**src/rtl/i2cam_pkg.sv**
```systemverilog
package i2cam_pkg;
   localparam int BYTE_W = 8;
   localparam int ADR_W  = 10;
   localparam logic [4:0] TEN_PREFIX = 5'b11110;

   // 1 where the received bit agrees with the address or is masked
   function automatic logic all_agree(input logic [ADR_W-1:0] rx,
                                      input logic [ADR_W-1:0] ad,
                                      input logic [ADR_W-1:0] mk);
      return &(~((rx ^ ad) & ~mk));
   endfunction
endpackage

```
**src/rtl/i2cam_slot_cmp.sv**
```systemverilog
module i2cam_slot_cmp
   import i2cam_pkg::*;
(
   input  logic [BYTE_W-1:0] rx_byte,
   input  logic [ADR_W-1:0]  addr,
   input  logic [ADR_W-1:0]  mask,
   output logic              hit7,
   output logic              hi_ok,
   output logic              lo_ok
);
   // place the received bits at the address positions they face
   logic [ADR_W-1:0] rx7, rxhi, rxlo;

   always_comb begin
      rx7  = addr;
      rx7[6:0] = rx_byte[7:1];
      rxhi = addr;
      rxhi[9:8] = rx_byte[2:1];
      rxlo = addr;
      rxlo[7:0] = rx_byte;
   end

   assign hit7  = all_agree(rx7, addr, mask);
   assign hi_ok = all_agree(rxhi, addr, mask);
   assign lo_ok = all_agree(rxlo, addr, mask);
endmodule

```
**src/rtl/i2cam_sticky.sv**
```systemverilog
module i2cam_sticky #(
   parameter int W = 2
) (
   input  logic         clk,
   input  logic         rst_n,
   input  logic [W-1:0] set,
   input  logic [W-1:0] clr,
   output logic [W-1:0] q
);
   always_ff @(posedge clk or negedge rst_n) begin
      if (!rst_n) q <= '0;
      else        q <= (q & ~clr) | set;
   end
endmodule

```
**src/rtl/i2c_dual_addr_match.sv**
```systemverilog
module i2c_dual_addr_match
   import i2cam_pkg::*;
#(
   parameter int SLOTS = 2
) (
   input  logic                   clk,
   input  logic                   rst_n,
   input  logic                   start_det,
   input  logic                   byte_vld,
   input  logic                   byte_first,
   input  logic [7:0]             byte_data,
   input  logic                   cfg_ten_bit,
   input  logic                   cfg_gc_en,
   input  logic                   cfg_ack_en,
   input  logic [SLOTS*10-1:0]    slot_addr,
   input  logic [SLOTS*10-1:0]    slot_mask,
   input  logic [SLOTS-1:0]       sts_clr,
   output logic                   match,
   output logic                   ack_req,
   output logic                   read_req,
   output logic [SLOTS-1:0]       hit_sts
);
   generate
      if (SLOTS < 1 || SLOTS > 8) begin : g_bad_slots
         $error("SLOTS must be in 1..8");
      end
   endgenerate

   logic [SLOTS-1:0] hit7, hi_ok, lo_ok, armed_q, hit_now;
   logic             rw_q;

   genvar gi;
   generate
      for (gi = 0; gi < SLOTS; gi++) begin : g_slot
         i2cam_slot_cmp u_cmp (
            .rx_byte (byte_data),
            .addr    (slot_addr[gi*ADR_W +: ADR_W]),
            .mask    (slot_mask[gi*ADR_W +: ADR_W]),
            .hit7    (hit7[gi]),
            .hi_ok   (hi_ok[gi]),
            .lo_ok   (lo_ok[gi])
         );
      end
   endgenerate

   logic first_b, next_b, zero7, is_gc, prefix_ok, gc_hit, arm_any;
   logic [SLOTS-1:0] arm_set;

   always_comb begin
      first_b   = byte_vld && byte_first && !start_det;
      next_b    = byte_vld && !byte_first && !start_det;
      zero7     = (byte_data[7:1] == 7'd0);
      is_gc     = (byte_data == 8'h00);
      prefix_ok = (byte_data[7:3] == TEN_PREFIX);
      arm_set   = (cfg_ten_bit && prefix_ok) ? hi_ok : '0;
      arm_any   = first_b && (|arm_set);
      gc_hit    = first_b && cfg_gc_en && is_gc;
      if (cfg_ten_bit) hit_now = next_b ? (armed_q & lo_ok) : '0;
      else             hit_now = (first_b && !zero7) ? hit7 : '0;
   end

   always_ff @(posedge clk or negedge rst_n) begin
      if (!rst_n) begin
         armed_q <= '0;
         rw_q    <= 1'b0;
      end else if (start_det) begin
         armed_q <= '0;
      end else if (first_b) begin
         armed_q <= arm_set;
         rw_q    <= byte_data[0];
      end else if (next_b) begin
         armed_q <= '0;
      end
   end

   logic rw_eff;
   assign rw_eff = cfg_ten_bit ? rw_q : byte_data[0];

   always_ff @(posedge clk or negedge rst_n) begin
      if (!rst_n) begin
         match    <= 1'b0;
         ack_req  <= 1'b0;
         read_req <= 1'b0;
      end else begin
         match    <= (|hit_now) || gc_hit;
         ack_req  <= cfg_ack_en && ((|hit_now) || gc_hit || arm_any);
         read_req <= (|hit_now) && rw_eff;
      end
   end

   i2cam_sticky #(.W(SLOTS)) u_sts (
      .clk   (clk),
      .rst_n (rst_n),
      .set   (hit_now),
      .clr   (sts_clr),
      .q     (hit_sts)
   );
endmodule

```
**config.mk**
```make
export PLATFORM = sky130hd
export DESIGN_NAME = i2c_dual_addr_match
export DESIGN_NICKNAME = d
export VERILOG_FILES = /design/src/rtl/i2cam_pkg.sv /design/src/rtl/i2cam_slot_cmp.sv /design/src/rtl/i2cam_sticky.sv /design/src/rtl/i2c_dual_addr_match.sv
export SDC_FILE = /design/constraint.sdc
export NUM_CORES = 1
export LEC_CHECK = 0
export ABC_AREA = 1
export BUFFER_PORTS_ARGS = -buffer_cell sky130_fd_sc_hd__buf_2
export CORE_MARGIN = 1
export CORE_UTILIZATION = 45
export DETAILED_ROUTE_END_ITERATION = 6
export PLACE_DENSITY_LB_ADDON = 0.3
export SLEW_MARGIN = 20
export SYNTH_ARGS = -nofsm -noshare
export SYNTH_HDL_FRONTEND = slang
export SYNTH_SLANG_ARGS = --single-unit
```
**constraint.sdc**
```tcl
create_clock -name clk -period 3.1 [get_ports clk]
set_input_delay 0 -clock clk [delete_from_list [all_inputs] [get_ports clk]]
set_output_delay 0 -clock clk [all_outputs]
set_load 0.005 [all_outputs]
```
==> key figures <==
Detailed routing
  • First drt pass iteration count: 6
  • Via count: 1466
  • Post-Route WL: 2.95 mm
  • ANT nets after route: 0
  • Initial DRC count: 18
  • Vias/cell: 4.65
  • DRC Markers: 0
  • DR WL/cell: 9.35 um

Global routing
  • Largest net degree at the start of global routing: 9
  • Initial antenna violation count: 0
  • First-pass GRT wire length: 4.73 mm
  • Overflow after GRT: 0
  • Global-route usage over all layers: 22.8%
  • Vias in the first global route: 1199

Power
  • Pwr/cell area: 218 mW/mm^2
  • Peak supply drop: 0.202 mV
  • PnR Total Power: ~0.34 mW
  • Lkg Pwr: between 0.9 and 1 nW

Synth
  • Post-synth EDFFs: 0
  • Cells after Synth: 220
  • Synth Flop Type: dfrtp_1
  • Synth warn: 0
  • Seq/Total Area, Yosys: 17.0%
  • Count leader, synth: nand2_1
  • Fraction of registers with async set/reset: 100%
  • Yosys top cell by area: nand2_1
  • Main area contributors after synthesis: nand2_1 25%, dfrtp_1 17%, inv_1 13%
  • Post-synth top cells: 79 x nand2_1, 40 x inv_1, 27 x nand3_1
  • Syn nets: 278
  • Seq cells post-synth: 8
  • Synth top area share: 25.2%
  • Mean area per synthesized cell: 5.34 sq um
  • Synthesized cell area: 0.00117 sq mm
  • Yosys cell types: 23

Clocking
  • Post-CTS sizing: 0
  • TritonCTS Buffers: 3
  • Post-CTS setup buffer count: 0
  • H-Tree Depth: 1
  • Cts hold-fix bufs: 4
  • Clock insertion delay at the later pin of the skew report: between 200 and 300 ps
  • Reg clk slew, reported paths: approximately 50 ps
  • Root buf cell: clkbuf_4
  • # clock sinks: 8
  • Clock buffer depth: 2
  • CTS tree: done

Setup path
  • Buf+Inv Stages, Crit Path: 2
  • Sequence of cells on the critical path: nand2_1 -> inv_1 -> nand2_1 -> nor2_1 -> nand3_2 -> nand2_2 -> nor2_4 -> nand3_2 -> nand2_1 -> inv_1
  • Crit path launch type: flop
  • CP Capture Type: flop
  • Crit path DAT: roughly 1300 ps
  • Worst setup path category: reg -> reg
  • CP max-delay cell: dfrtp_1
  • Crit-path max FO: 3
  • Critical Path RT: 3250 ps
  • Most frequent cell on the critical path: nand2_1
  • Max stage delay on crit path: 370 ps
  • CP top delay family: simple AND/OR/NAND/NOR gates

Floorplanning
  • Die Span Y: approximately 53 um
  • Starting density of the core: 47.4%
  • Site Rows: 18
  • Core area: 0.00248 sq mm
  • Die ar.: 0.00282 sq mm
  • I/O pins: 63
  • Die width: 53.1 um

STA
  • Achievable frequency: 0.885 GHz
  • RSZ-0062 raised after global routing: false
  • Worst-margin pin slew: about 250 ps
  • Period Utilization, post-route: 36.5%
  • Fin Clk Skew: 5.13 ps
  • Slew Limit Fails: 0
  • Fin Hold WS: 18.4 ps
  • Tmin final: 1130 ps
  • Slew HR: 83.3%
  • Final setup fails: 0
  • Post-Route Setup TNS: 0 ps
  • Endpoints failing hold: 0

Finish
  • Non-filler instance count after layout: 315
  • Final net count: 345
  • Layout cell share with drive strength beyond 1: between 20 and 30%
  • Area grow syn2layout: 31.4%
  • Fin util: a little over 60%
  • Fill cells: 265
  • Ant. Diodes: 0

Status
  • Status: finished, final reports clean

Min path
  • Worst hold path class: in -> reg

Placement
  • Post-DP HPWL: 2.58 mm
  • GP Congestion: 0.898
  • Dpl cells: 308
  • Buffers on Ports: 62

Job
  • Max-Cap Viols: 0
area by class of cell:
class	count	area (sq um)	area share, %
sequential	8	200	13.0
timing repair buffer	66	350	22.7
clock buffer	3	22.5	1.46
multi-input combinational	163	758	49.1
tap	30	37.5	2.43
inverter	45	175	11.3
worst reg2reg max path, cell delays in order (launching register included):
cell     delay [ps]
dfrtp_1         370
nand2_1          70
inv_1            40
nand2_1          50
nor2_1           60
nand3_2          90
nand2_2          70
nor2_4          120
nand3_2          70
nand2_1          60
inv_1            30
kinds of logic (layout without fill, tap and decap cells):
group / after synthesis / count (layout) / share of synthesized area [%]
buffers and inverters: 49 / 114 / 18.4
AO/OA/AOI/OAI: 10 / 10 / 4.90
flip-flops: 8 / 8 / 17.0
AND/OR/NAND/NOR: 149 / 149 / 56.7
XOR/XNOR: 4 / 4 / 2.98
through the flow:
step                      cell area [sq um]  setup slack (ps)
after floorplan                        1170              2060
after global placement                 1480              2000
after detailed placement               1480              1960
after CTS                              1540              1940
after global routing                   1540              1870
final                                  1540              1970
report_power, final:
part,switching (mW),total (mW),internal (mW),leakage (nW)
clock,0.0361,0.0804,0.0443,0.0138
sequential,0.00145,0.109,0.108,0.109
combinational,0.0819,0.147,0.0651,0.868
flip-flops by register name, indices dropped and copies added (netlist names):
signal,cells
read_req,1
ack_req,1
armed_q,2
match,1
u_sts.q,2
rw_q,1
final timing paths:
check / startpoint / end / slack [ps] / cells after the start
max: armed_q[0] / ack_req / 1970 / 10
min: byte_data[0] / rw_q / 20 / 3
max reg2reg: armed_q[0] / ack_req / 1970 / 10
min reg2reg: rw_q / rw_q / 520 / 2
max in group asynchronous: rst_n / ack_req / 2830 / 2
min in group asynchronous: rst_n / rw_q / 110 / 2
layer usage:
layer  up-vias  share of wire, %  track usage [%]  wire length, um
li1        803                 -                -                -
met1       624                47             29.8             1380
met2        32                47             38.0             1390
met3         7               3.7             2.30              110
met4         0               2.1             9.21               61
met5         -                 0                0                0
cell usage in the layout, fill, tap and decap left out:
cell / n
nor2_1: 23
nand3_2: 5
nor3_1: 2
inv_1: 40
dlygate4sd3_1: 4
clkbuf_4: 3
o211ai_1: 2
nor2_4: 1
clkinv_4: 1
o21ai_0: 2
o22ai_1: 2
nand2_1: 79
nand3_1: 27
dfrtp_1: 8
nand2_2: 1
nand3b_1: 1
nand4_1: 4
a21oi_1: 4
clkinv_2: 1
inv_2: 3
buf_2: 62
or2_0: 1
xnor2_1: 4
nor2_2: 5
No activity file was read; power rests on OpenSTA's default activity.
